**src/rtl/coal_pkg.sv**
```systemverilog
package coal_pkg;
  localparam int THR_W  = 8;
  localparam int IXR_W  = 8;
  localparam int FLAG_N = 3;   // implemented flags: packet, threshold, wait
  localparam int FLAG_LO = 2;  // lowest implemented status bit

  localparam logic [2:0] ADDR_STAT = 3'd0;
  localparam logic [2:0] ADDR_EN   = 3'd1;
  localparam logic [2:0] ADDR_THR  = 3'd2;
  localparam logic [2:0] ADDR_WAIT = 3'd3;
  localparam logic [2:0] ADDR_PEND = 3'd4;

  typedef struct packed {
    logic wait_hit;
    logic thr_hit;
    logic pkt;
  } evt_t;

  function automatic int reg_width(input int cnt_w, input int wait_w);
    int w;
    w = IXR_W;
    if (THR_W > w) w = THR_W;
    if (cnt_w > w) w = cnt_w;
    if (wait_w > w) w = wait_w;
    return w;
  endfunction
endpackage

```
**src/rtl/coal_pend_cnt.sv**
```systemverilog
module coal_pend_cnt #(
  parameter int CNT_W = 8
) (
  input  logic             clk,
  input  logic             rst_n,
  input  logic             inc_i,
  input  logic             dec_i,
  output logic [CNT_W-1:0] cnt_o,
  output logic [CNT_W-1:0] nxt_o,
  output logic             grew_o
);
  localparam logic [CNT_W-1:0] CNT_MAX = {CNT_W{1'b1}};

  logic [CNT_W-1:0] cnt_q;

  always_comb begin
    nxt_o  = cnt_q;
    grew_o = 1'b0;
    if (inc_i && !dec_i) begin
      if (cnt_q != CNT_MAX) begin
        nxt_o  = cnt_q + 1'b1;
        grew_o = 1'b1;
      end
    end else if (dec_i && !inc_i) begin
      if (cnt_q != '0) nxt_o = cnt_q - 1'b1;
    end
  end

  always_ff @(posedge clk or negedge rst_n) begin
    if (!rst_n) cnt_q <= '0;
    else        cnt_q <= nxt_o;
  end

  assign cnt_o = cnt_q;
endmodule

```
**src/rtl/coal_wait_timer.sv**
```systemverilog
module coal_wait_timer #(
  parameter int WAIT_W = 16
) (
  input  logic              clk,
  input  logic              rst_n,
  input  logic              tick_i,
  input  logic              restart_i,
  input  logic              active_i,
  input  logic [WAIT_W-1:0] bound_i,
  output logic              expire_o
);
  logic [WAIT_W-1:0] tmr_q;
  logic              fired_q;
  logic [WAIT_W:0]   tmr_inc;
  logic              armed;

  assign tmr_inc  = {1'b0, tmr_q} + (WAIT_W+1)'(1);
  assign armed    = active_i && !restart_i && !fired_q && (bound_i != '0);
  assign expire_o = armed && tick_i && (tmr_inc >= {1'b0, bound_i});

  always_ff @(posedge clk or negedge rst_n) begin
    if (!rst_n) begin
      tmr_q   <= '0;
      fired_q <= 1'b0;
    end else if (restart_i || !active_i) begin
      tmr_q   <= '0;
      fired_q <= 1'b0;
    end else if (expire_o) begin
      tmr_q   <= '0;
      fired_q <= 1'b1;
    end else if (armed && tick_i) begin
      tmr_q   <= tmr_inc[WAIT_W-1:0];
    end
  end
endmodule

```
**src/rtl/coal_csr.sv**
```systemverilog
module coal_csr
  import coal_pkg::*;
#(
  parameter int WAIT_W = 16,
  parameter int REG_W  = 16
) (
  input  logic              clk,
  input  logic              rst_n,
  input  evt_t              set_i,
  input  logic              wr_i,
  input  logic [2:0]        addr_i,
  input  logic [REG_W-1:0]  wdata_i,
  output logic [FLAG_N-1:0] stat_o,
  output logic [FLAG_N-1:0] en_o,
  output logic [THR_W-1:0]  thr_o,
  output logic [WAIT_W-1:0] bound_o
);
  logic [FLAG_N-1:0] stat_q, stat_n, en_q, wr_flags;
  logic [THR_W-1:0]  thr_q;
  logic [WAIT_W-1:0] bound_q;

  assign wr_flags = wdata_i[FLAG_LO +: FLAG_N];

  always_comb begin
    stat_n = stat_q;
    if (wr_i && addr_i == ADDR_STAT) stat_n = stat_q & ~wr_flags;
    stat_n = stat_n | set_i;
  end

  always_ff @(posedge clk or negedge rst_n) begin
    if (!rst_n) begin
      stat_q  <= '0;
      en_q    <= '0;
      thr_q   <= '0;
      bound_q <= '0;
    end else begin
      stat_q <= stat_n;
      if (wr_i) begin
        case (addr_i)
          ADDR_EN:   en_q    <= wr_flags;
          ADDR_THR:  thr_q   <= wdata_i[THR_W-1:0];
          ADDR_WAIT: bound_q <= wdata_i[WAIT_W-1:0];
          default:   ;
        endcase
      end
    end
  end

  assign stat_o  = stat_q;
  assign en_o    = en_q;
  assign thr_o   = thr_q;
  assign bound_o = bound_q;
endmodule

```
**src/rtl/irq_coalescer.sv**
```systemverilog
module irq_coalescer
  import coal_pkg::*;
#(
  parameter int CNT_W  = 8,
  parameter int WAIT_W = 16,
  localparam int REG_W = reg_width(CNT_W, WAIT_W)
) (
  input  logic             clk,
  input  logic             rst_n,
  input  logic             pkt_done_i,
  input  logic             tick_i,
  input  logic             reg_wr_i,
  input  logic [2:0]       reg_addr_i,
  input  logic [REG_W-1:0] reg_wdata_i,
  output logic [REG_W-1:0] reg_rdata_o,
  output logic             irq_o
);
  localparam int CMP_W = (CNT_W > THR_W) ? CNT_W : THR_W;

  logic              dec_cmd;
  logic [CNT_W-1:0]  pend_cnt, pend_nxt;
  logic              pend_grew;
  logic              thr_eq;
  logic              wait_exp;
  evt_t              evt;
  logic [FLAG_N-1:0] stat_q, en_q;
  logic [THR_W-1:0]  thr_q;
  logic [WAIT_W-1:0] bound_q;

  assign dec_cmd = reg_wr_i && (reg_addr_i == ADDR_PEND);

  coal_pend_cnt #(.CNT_W(CNT_W)) u_pend (
    .clk    (clk),
    .rst_n  (rst_n),
    .inc_i  (pkt_done_i),
    .dec_i  (dec_cmd),
    .cnt_o  (pend_cnt),
    .nxt_o  (pend_nxt),
    .grew_o (pend_grew)
  );

  coal_wait_timer #(.WAIT_W(WAIT_W)) u_wait (
    .clk       (clk),
    .rst_n     (rst_n),
    .tick_i    (tick_i),
    .restart_i (pkt_done_i),
    .active_i  (pend_cnt != '0),
    .bound_i   (bound_q),
    .expire_o  (wait_exp)
  );

  generate
    if (CNT_W >= THR_W) begin : g_cmp_cnt
      assign thr_eq = (pend_nxt == CMP_W'(thr_q));
    end else begin : g_cmp_thr
      assign thr_eq = (CMP_W'(pend_nxt) == thr_q);
    end
  endgenerate

  assign evt.pkt      = pkt_done_i;
  assign evt.thr_hit  = pend_grew && (thr_q != '0) && thr_eq;
  assign evt.wait_hit = wait_exp;

  coal_csr #(.WAIT_W(WAIT_W), .REG_W(REG_W)) u_csr (
    .clk     (clk),
    .rst_n   (rst_n),
    .set_i   (evt),
    .wr_i    (reg_wr_i),
    .addr_i  (reg_addr_i),
    .wdata_i (reg_wdata_i),
    .stat_o  (stat_q),
    .en_o    (en_q),
    .thr_o   (thr_q),
    .bound_o (bound_q)
  );

  always_comb begin
    case (reg_addr_i)
      ADDR_STAT: reg_rdata_o = REG_W'({stat_q, {FLAG_LO{1'b0}}});
      ADDR_EN:   reg_rdata_o = REG_W'({en_q, {FLAG_LO{1'b0}}});
      ADDR_THR:  reg_rdata_o = REG_W'(thr_q);
      ADDR_WAIT: reg_rdata_o = REG_W'(bound_q);
      ADDR_PEND: reg_rdata_o = REG_W'(pend_cnt);
      default:   reg_rdata_o = '0;
    endcase
  end

  assign irq_o = |(stat_q & en_q);
endmodule

```
**config.mk**
```make
export PLATFORM = sky130hd
export DESIGN_NAME = irq_coalescer
export DESIGN_NICKNAME = d
export VERILOG_FILES = /design/src/rtl/coal_pkg.sv /design/src/rtl/coal_pend_cnt.sv /design/src/rtl/coal_wait_timer.sv /design/src/rtl/coal_csr.sv /design/src/rtl/irq_coalescer.sv
export SDC_FILE = /design/constraint.sdc
export NUM_CORES = 1
export LEC_CHECK = 0
export ABC_AREA = 1
export BUFFER_PORTS_ARGS = -buffer_cell sky130_fd_sc_hd__buf_2
export CAP_MARGIN = 20
export CORE_MARGIN = 2
export CORE_UTILIZATION = 25
export CTS_CLUSTER_SIZE = 20
export DETAILED_ROUTE_END_ITERATION = 10
export HOLD_SLACK_MARGIN = 0.08
export MAX_ROUTING_LAYER = met4
export PLACE_DENSITY = 0.42
export SETUP_SLACK_MARGIN = 0.05
export SLEW_MARGIN = 5
export SYNTH_ARGS = -nofsm -noshare
export SYNTH_HDL_FRONTEND = slang
export SYNTH_SLANG_ARGS = --single-unit
```
**constraint.sdc**
```tcl
create_clock -name clk -period 3.1 [get_ports clk]
set_clock_uncertainty 0.2 [all_clocks]
set_input_delay 0 -clock clk [delete_from_list [all_inputs] [get_ports clk]]
set_output_delay 0 -clock clk [all_outputs]
set_load 0.1 [all_outputs]
```
==> results of run 1 <==
==> flip-flops by register name, indices dropped and copies added, names as in the netlist <==
signal and count:
u_csr.thr_o 8, u_pend.cnt_o 8, u_csr.bound_o 16, u_wait.tmr_q 16
u_csr.en_o 3, u_wait.fired_q 1, u_csr.stat_o 3
==> per-layer routing <==
layer | global-route usage, % | up-vias
met5 | - | -
met4 | 5.25 | 0
met3 | 2.58 | 20
met2 | 24.2 | 83
met1 | 19.4 | 1896
li1 | - | 2055
==> metrics by stage <==
step                      instance area, µm²  util (%)
final                                   5140      32.5
after global placement                  4480      28.3
after floorplan                         4040         -
after global routing                    5140      32.5
after CTS                               4910      31.0
after detailed placement                4480      28.3
==> cell type report <==
class	instances	area, µm²	area share, %
clock buffer	5	125	2.43
sequential	55	1380	26.9
multi-input combinational	430	2400	46.7
clock inverter	3	33.8	0.657
tap	216	270	5.26
inverter	92	355	6.92
timing repair buffer	80	573	11.2
==> final timing paths <==
check                                 start                to  cells after the start
setup reg to reg            u_wait.tmr_q[0]   u_wait.tmr_q[9]                     15
hold reg to reg            u_csr.bound_o[6]  u_csr.bound_o[6]                      2
min in group clk              reg_addr_i[2]   u_pend.cnt_o[1]                      5
setup / recovery            u_wait.tmr_q[0]   u_wait.tmr_q[9]                     15
hold / removal                        rst_n  u_csr.bound_o[8]                      3
max in group asynchronous             rst_n   u_wait.tmr_q[9]                      4
==> critical path: cells and delay by family (launching register included) <==
kind          cells  cell delay, ns
buf+inv           2            0.19
flops             1            0.41
simple gates     12            1.66
fa+ha+maj         1            0.28
==> logic make-up after synthesis <==
| logic type | Yosys count | synth area share (%) |
|---|---|---|
| XOR/XNOR | 8 | 1.73 |
| adder cells (fa/ha/maj) | 19 | 5.88 |
| flip-flops | 55 | 34.0 |
| buffers and inverters | 104 | 10.6 |
| AND/OR/NAND/NOR | 325 | 37.1 |
| AO/OA/AOI/OAI | 75 | 10.6 |
==> power breakdown <==
group	switching (µW)	internal, µW	total, µW
Combinational	669	296	965
Clock	320	313	633
Sequential	144	830	974
Total	1130	1440	2570
==> synth_stat cells (all sizes together) <==
master  number
a21oi       22
a221oi       3
a31o         2
and3         1
buf          7
clkbuf       5
dfrtp       55
ha          19
inv         92
nand2      174
nand3       53
nand3b       6
nand4       12
nor2        66
nor3         5
nor3b        1
nor4         5
o211ai       2
o21ai       36
o21bai       2
o221ai       5
o22ai        3
or2          2
xnor2        1
xor2         7
==> repair_timing <==
action | CTS | global route
pin swaps | 0 | 11
hold endpoints to repair | 79 | 0
gates resized for setup | 2 | 32
cloned | 0 | 3
hold buffers | 26 | 0
buffers inserted | 0 | 7
endpoints found under the setup margin | 17 | 18
==> cell usage in the layout, fill, tap and decap left out, types with 13 or more instances in the layout <==
cell / netlist / routed
dfrtp_1: 55 / 52
o21ai_0: 36 / 35
buf_4: 4 / 13
a21oi_1: 22 / 21
inv_1: 79 / 76
nor2_1: 54 / 52
buf_2: 0 / 40
nand2_1: 165 / 161
dlygate4sd3_1: 0 / 26
nand3_1: 47 / 43
ha_1: 19 / 16
inv_2: 11 / 14
==> metrics.txt, run 1 <==
# TYPE chip_impl_metric gauge
chip_impl_info{name="status",value="finished, final reports clean"} 1
chip_impl_metric{name="finish.net_count",unit=""} 707
chip_impl_metric{name="post-synth-top-area-fraction",unit="%"} 34.0
chip_impl_metric{name="cellPowerDensity",unit="nW/µm²"} 501
chip_impl_metric{name="route.detailed.drc",unit=""} 0
chip_impl_metric{name="clkTransAtPathRegs",unit="ns"} 0.09
chip_impl_metric{name="detailedRoute.firstIterationViolations",unit=""} 217
chip_impl_metric{name="drt-met1-wl",unit="µm"} 6140
chip_impl_metric{name="dp_worst_setup_slack",unit="ns"} -0.00894
chip_impl_metric{name="tightestPinTransition",unit="ns"} 0.944
chip_impl_info{name="tritoncts_clock_tree",value="yes"} 1
chip_impl_metric{name="routed_wl",unit="µm"} 12700
chip_impl_metric{name="io_pins",unit=""} 41
chip_impl_info{name="dr.max_layer_used",value="met4"} 1
chip_impl_metric{name="die_height",unit="µm"} 131
chip_impl_metric{name="layout-drive-gt1-share",unit="%"} 20.5
chip_impl_metric{name="post_layout_cell_count",unit=""} 881
chip_impl_metric{name="vias_cell",unit=""} 4.60
chip_impl_info{name="worstSetupPathType",value="reg -> reg"} 1
chip_impl_metric{name="whs",unit="ns"} 0.0661
chip_impl_metric{name="r2r_slack",unit="ns"} 0.25
chip_impl_info{name="critical_path_startpoint_category",value="flip-flop"} 1
chip_impl_metric{name="final.setup.worst_slack",unit="ns"} 0.252
chip_impl_metric{name="final_min_period_over_clock_period",unit="%"} 91.9
chip_impl_metric{name="worst_ep_arrival_time",unit="ns"} 2.85
chip_impl_metric{name="cp.required",unit="ns"} 3.10
chip_impl_metric{name="final_hold_viol_count",unit=""} 0
chip_impl_info{name="crit_path_frequent_cell",value="nand2_1"} 1
chip_impl_metric{name="slew_headroom",unit="%"} 36.9
chip_impl_metric{name="ys_ff_latch",unit=""} 55
chip_impl_metric{name="max-clock-path-buffers",unit=""} 2
chip_impl_metric{name="detailroute.wirelength.met2",unit="µm"} 5810
chip_impl_info{name="hp-class",value="in -> async"} 1
chip_impl_metric{name="grt_pass1_wl",unit="µm"} 20500
chip_impl_metric{name="die-width",unit="µm"} 131
chip_impl_metric{name="syn_nets",unit=""} 629
chip_impl_metric{name="num_antenna_cells",unit=""} 0
chip_impl_metric{name="seq_area_frac_synth",unit="%"} 34.0
chip_impl_metric{name="clk_latency",unit="ns"} 0.31
chip_impl_metric{name="drv_cap",unit=""} 0
chip_impl_metric{name="critPathMaxFanout",unit=""} 5
chip_impl_metric{name="dieArea",unit="µm²"} 17200
chip_impl_metric{name="mappedNetlistArea",unit="µm²"} 4040
chip_impl_metric{name="detailroute.via_count",unit=""} 4054
chip_impl_metric{name="final_critical_period",unit="ns"} 2.85
chip_impl_metric{name="initial_util",unit="%"} 25.5
chip_impl_info{name="synthTopCellsByArea",value="dfrtp_1, nand2_1, inv_1"} 1
chip_impl_metric{name="fp-row-count",unit=""} 46
chip_impl_metric{name="synth_warnings",unit=""} 0
chip_impl_metric{name="cts.sinks",unit=""} 55
chip_impl_metric{name="groute.usage.overall",unit="%"} 15.1
chip_impl_metric{name="syn_to_final_growth",unit="%"} 27.1
chip_impl_info{name="root_buffer",value="clkbuf_16"} 1
chip_impl_metric{name="wl_per_cell",unit="µm"} 14.4
chip_impl_info{name="path_cells",value="buf_4, and3_4, nand3_2, nor2_1, or2_2, nand2_2, inv_1, ha_1, nand4_1, nor4_2, nand2_1, nand3_4, nand2_4, nand3_1, nand2_1"} 1
chip_impl_metric{name="synth_area_per_cell",unit="µm²"} 6.90
chip_impl_metric{name="irDropWorstVdd",unit="mV"} 0.268
chip_impl_metric{name="p_total",unit="µW"} 2570
chip_impl_metric{name="grt_antenna_before_repair",unit=""} 0
chip_impl_info{name="synth_top_cell_by_area",value="dfrtp_1"} 1
chip_impl_metric{name="htree_levels",unit=""} 2
chip_impl_metric{name="synthCells",unit=""} 586
chip_impl_metric{name="core_area",unit="µm²"} 15800
chip_impl_metric{name="grt_pass1_vias",unit=""} 4029
chip_impl_metric{name="numPlacedInstances",unit=""} 836
chip_impl_metric{name="postRouteAntennaNets",unit=""} 0
chip_impl_metric{name="max_stage_delay",unit="ns"} 0.41
chip_impl_info{name="worst_path_max_delay_cell",value="dfrtp_1"} 1
chip_impl_metric{name="fin_tns_setup",unit="ns"} 0
chip_impl_metric{name="global_placement_routability_congestion",unit=""} 0.894
chip_impl_metric{name="yosys.cell_types.count",unit=""} 37
chip_impl_metric{name="detailedRoute.firstPassIterationCount",unit=""} 4
chip_impl_metric{name="leakagePower",unit="µW"} 0.00274
chip_impl_info{name="timing.critical_path.to_type",value="flip-flop"} 1
chip_impl_metric{name="num-fill-cells",unit=""} 1749
chip_impl_info{name="rsz0062_at_grt",value="false"} 1
chip_impl_metric{name="dp_hpwl",unit="µm"} 9460
chip_impl_metric{name="dr_wl_met3",unit="µm"} 446
chip_impl_metric{name="numCtsBuffers",unit=""} 5
chip_impl_metric{name="global_route.overflow_total",unit=""} 0
chip_impl_metric{name="slew_viol_final",unit=""} 0
chip_impl_metric{name="setup_viol_count_final",unit=""} 0
chip_impl_metric{name="achievable-frequency",unit="GHz"} 0.351
chip_impl_metric{name="portBuffers",unit=""} 40
chip_impl_metric{name="grt_max_degree",unit=""} 33
Power figures use the tool's default switching activity.
==> run 2, diff against run 1 <==
--- a/config.mk
+++ b/config.mk
@@ -10,6 +10,7 @@
 export CAP_MARGIN = 20
 export CORE_MARGIN = 2
 export CORE_UTILIZATION = 25
+export CTS_BUF_LIST = sky130_fd_sc_hd__clkbuf_8
 export CTS_CLUSTER_SIZE = 20
 export DETAILED_ROUTE_END_ITERATION = 10
 export HOLD_SLACK_MARGIN = 0.08
==> run 2 against run 1 <==
Net effect:
- first-iteration DRC count is 6.5% higher
- register-to-register slack about the same
- global-route usage rose by 0.12 points
- largest power group unchanged
- highest routed layer unchanged
==> metrics.txt, run 2 (synthesis results as in run 1) <==
# TYPE chip_impl_metric gauge
chip_impl_metric{name="tightestPinTransition",unit="ns"} 0.960
chip_impl_metric{name="final_min_period_over_clock_period",unit="%"} 91.7
chip_impl_metric{name="io_pins",unit=""} 41
chip_impl_metric{name="core_area",unit="µm²"} 15800
chip_impl_metric{name="grt_use_met2",unit="%"} 24.6
chip_impl_metric{name="post-route-cell-area",unit="µm²"} 5090
chip_impl_metric{name="finish.net_count",unit=""} 708
chip_impl_metric{name="setup_viol_count_final",unit=""} 0
chip_impl_metric{name="cts.sinks",unit=""} 55
chip_impl_info{name="root_buffer",value="clkbuf_8"} 1
chip_impl_metric{name="irDropWorstVdd",unit="mV"} 0.199
chip_impl_info{name="grt.busiest_layer",value="met2"} 1
chip_impl_metric{name="wl_per_cell",unit="µm"} 14.4
chip_impl_metric{name="initial_util",unit="%"} 25.5
chip_impl_metric{name="worst_ep_arrival_time",unit="ns"} 2.94
chip_impl_metric{name="worst_r2r_path_depth",unit=""} 22
chip_impl_metric{name="met1_track_demand_over_resource",unit="%"} 19.5
chip_impl_info{name="rsz0062_at_grt",value="false"} 1
chip_impl_metric{name="syn_to_final_growth",unit="%"} 25.8
chip_impl_metric{name="die-width",unit="µm"} 131
chip_impl_info{name="status",value="finished, final reports clean"} 1
chip_impl_metric{name="max-clock-path-buffers",unit=""} 2
chip_impl_info{name="r2r_end",value="u_wait.tmr_q[9]"} 1
chip_impl_metric{name="clkTransAtPathRegs",unit="ns"} 0.13
chip_impl_metric{name="postRouteAntennaNets",unit=""} 0
chip_impl_metric{name="critPathMaxFanout",unit=""} 5
chip_impl_metric{name="final_critical_period",unit="ns"} 2.84
chip_impl_metric{name="global_route.overflow_total",unit=""} 0
chip_impl_metric{name="grt_pass1_vias",unit=""} 4040
chip_impl_metric{name="grt_pass1_wl",unit="µm"} 20600
chip_impl_metric{name="grt_antenna_before_repair",unit=""} 0
chip_impl_metric{name="fp-row-count",unit=""} 46
chip_impl_metric{name="cp.required",unit="ns"} 3.20
chip_impl_metric{name="detailedRoute.firstIterationViolations",unit=""} 231
chip_impl_metric{name="detailedRoute.firstPassIterationCount",unit=""} 4
chip_impl_info{name="rr_startpoint",value="u_wait.tmr_q[1]"} 1
chip_impl_metric{name="groute.usage.overall",unit="%"} 15.2
chip_impl_info{name="worstSetupPathType",value="reg -> reg"} 1
chip_impl_metric{name="final_util",unit="%"} 32.1
chip_impl_metric{name="dp_hpwl",unit="µm"} 9460
chip_impl_metric{name="layout-drive-gt1-share",unit="%"} 20.0
chip_impl_info{name="layout.cells.most_common_list",value="nand2_1, inv_1, nor2_1, dfrtp_1, nand3_1"} 1
chip_impl_metric{name="route.detailed.drc",unit=""} 0
chip_impl_info{name="critical_path_startpoint_category",value="flip-flop"} 1
chip_impl_metric{name="die_height",unit="µm"} 131
chip_impl_metric{name="cellPowerDensity",unit="nW/µm²"} 476
chip_impl_metric{name="r2r_slack",unit="ns"} 0.26
chip_impl_info{name="worstSetupEndpoint",value="u_wait.tmr_q[9]"} 1
chip_impl_metric{name="drv_cap",unit=""} 0
chip_impl_info{name="timing.critical_path.to_type",value="flip-flop"} 1
chip_impl_metric{name="slew_viol_final",unit=""} 0
chip_impl_info{name="leading_cell_type_in_the_layout_fill_and_taps_excluded",value="nand2_1"} 1
chip_impl_metric{name="htree_levels",unit=""} 2
chip_impl_info{name="hp-class",value="in -> reg"} 1
chip_impl_metric{name="whs",unit="ns"} 0.207
chip_impl_metric{name="dieArea",unit="µm²"} 17200
chip_impl_metric{name="numCtsBuffers",unit=""} 5
chip_impl_metric{name="slew_headroom",unit="%"} 35.8
chip_impl_metric{name="detailroute.via_count",unit=""} 4042
chip_impl_metric{name="placed_cell_area",unit="µm²"} 4480
chip_impl_info{name="setup.worst_path.start",value="u_wait.tmr_q[1]"} 1
chip_impl_metric{name="vias_cell",unit=""} 4.58
chip_impl_metric{name="num_antenna_cells",unit=""} 0
chip_impl_metric{name="final_hold_viol_count",unit=""} 0
chip_impl_metric{name="leakagePower",unit="µW"} 0.00270
chip_impl_metric{name="global_route.usage.met3",unit="%"} 2.31
chip_impl_metric{name="portBuffers",unit=""} 40
chip_impl_metric{name="grt_max_degree",unit=""} 33
chip_impl_metric{name="clk_latency",unit="ns"} 0.36
chip_impl_metric{name="global_placement_routability_congestion",unit=""} 0.894
chip_impl_metric{name="achievable-frequency",unit="GHz"} 0.352
chip_impl_info{name="tritoncts_clock_tree",value="yes"} 1
chip_impl_metric{name="routed_wl",unit="µm"} 12700
-- run 2: cell count changes in the layout (fill, tap and decap cells not counted), sizes merged --
| cell | previous run | this run |
|---|---|---|
| buf | 54 | 53 |
| dlygate4sd3 | 26 | 28 |
-- run 2: layout make-up --
type                       count  area [µm²]
fill                        1759       10700
multi-input combinational    430        2390
sequential                    55        1380
timing repair buffer          81         586
inverter                      92         355
tap                          216         270
clock buffer                   5        68.8
clock inverter                 3        33.8
-- run 2: worst max-delay path, cell delays in order (launching register included) --
cell	delay (ns)
dfrtp_1	0.40
ha_2	0.22
nand3_2	0.08
inv_2	0.07
nand3_2	0.07
inv_2	0.08
nand2_2	0.07
nor2_2	0.10
nand3_1	0.09
nand2_2	0.08
inv_1	0.07
ha_4	0.22
nand2_1	0.05
inv_1	0.04
o21bai_1	0.11
nand2_1	0.06
nand4_1	0.09
nand3_1	0.08
nor2_2	0.15
nand3_4	0.18
nand2_4	0.15
nand3_1	0.08
nand2_1	0.06
-- run 2: per-stage QoR --
step	TNS, ns	power (µW)	std cells	setup WS [ns]
after detailed placement	-0.00894	1910	836	-0.00894
final	0	2420	882	0.256
after CTS	0	2430	873	0.0846
after global placement	0	1900	836	0.000985
after global routing	0	2610	882	0.0202
after floorplan	0	1670	586	0.245
-- run 2: power breakdown --
part / leakage (µW) / internal [µW] / switching (µW) / total, µW
clock: 0.0000515 / 171 / 313 / 484
sequential: 0.000683 / 829 / 143 / 973
combinational: 0.00197 / 296 / 671 / 966
-- run 2: worst min path at each step --
stage,depth (start not counted),from,end,slack [ns]
finish,4,reg_wdata_i[12],u_csr.bound_o[12],0.21
global route,4,reg_wdata_i[15],u_csr.bound_o[15],0.25
global placement,1,rst_n,u_pend.cnt_o[4],-0.17
CTS,4,reg_wdata_i[15],u_csr.bound_o[15],0.21
detailed placement,1,rst_n,u_pend.cnt_o[4],-0.15
floorplan,0,rst_n,u_csr.bound_o[0],-0.50
-- run 2: what timing repair did --
action                     CTS  global route
pin swaps                    0            13
setup endpoints to repair   17            18
resized for setup            1            30
cloned                       0             3
hold endpoints to repair   109             0
setup buffers                1             5
hold buffers                28             0
-- run 2: per-layer routing --
metal  up-vias  routed length, µm
met5         -                  0
met4         0                327
met3        18                413
met2        84               5900
met1      1892               6080
li1       2048                  -
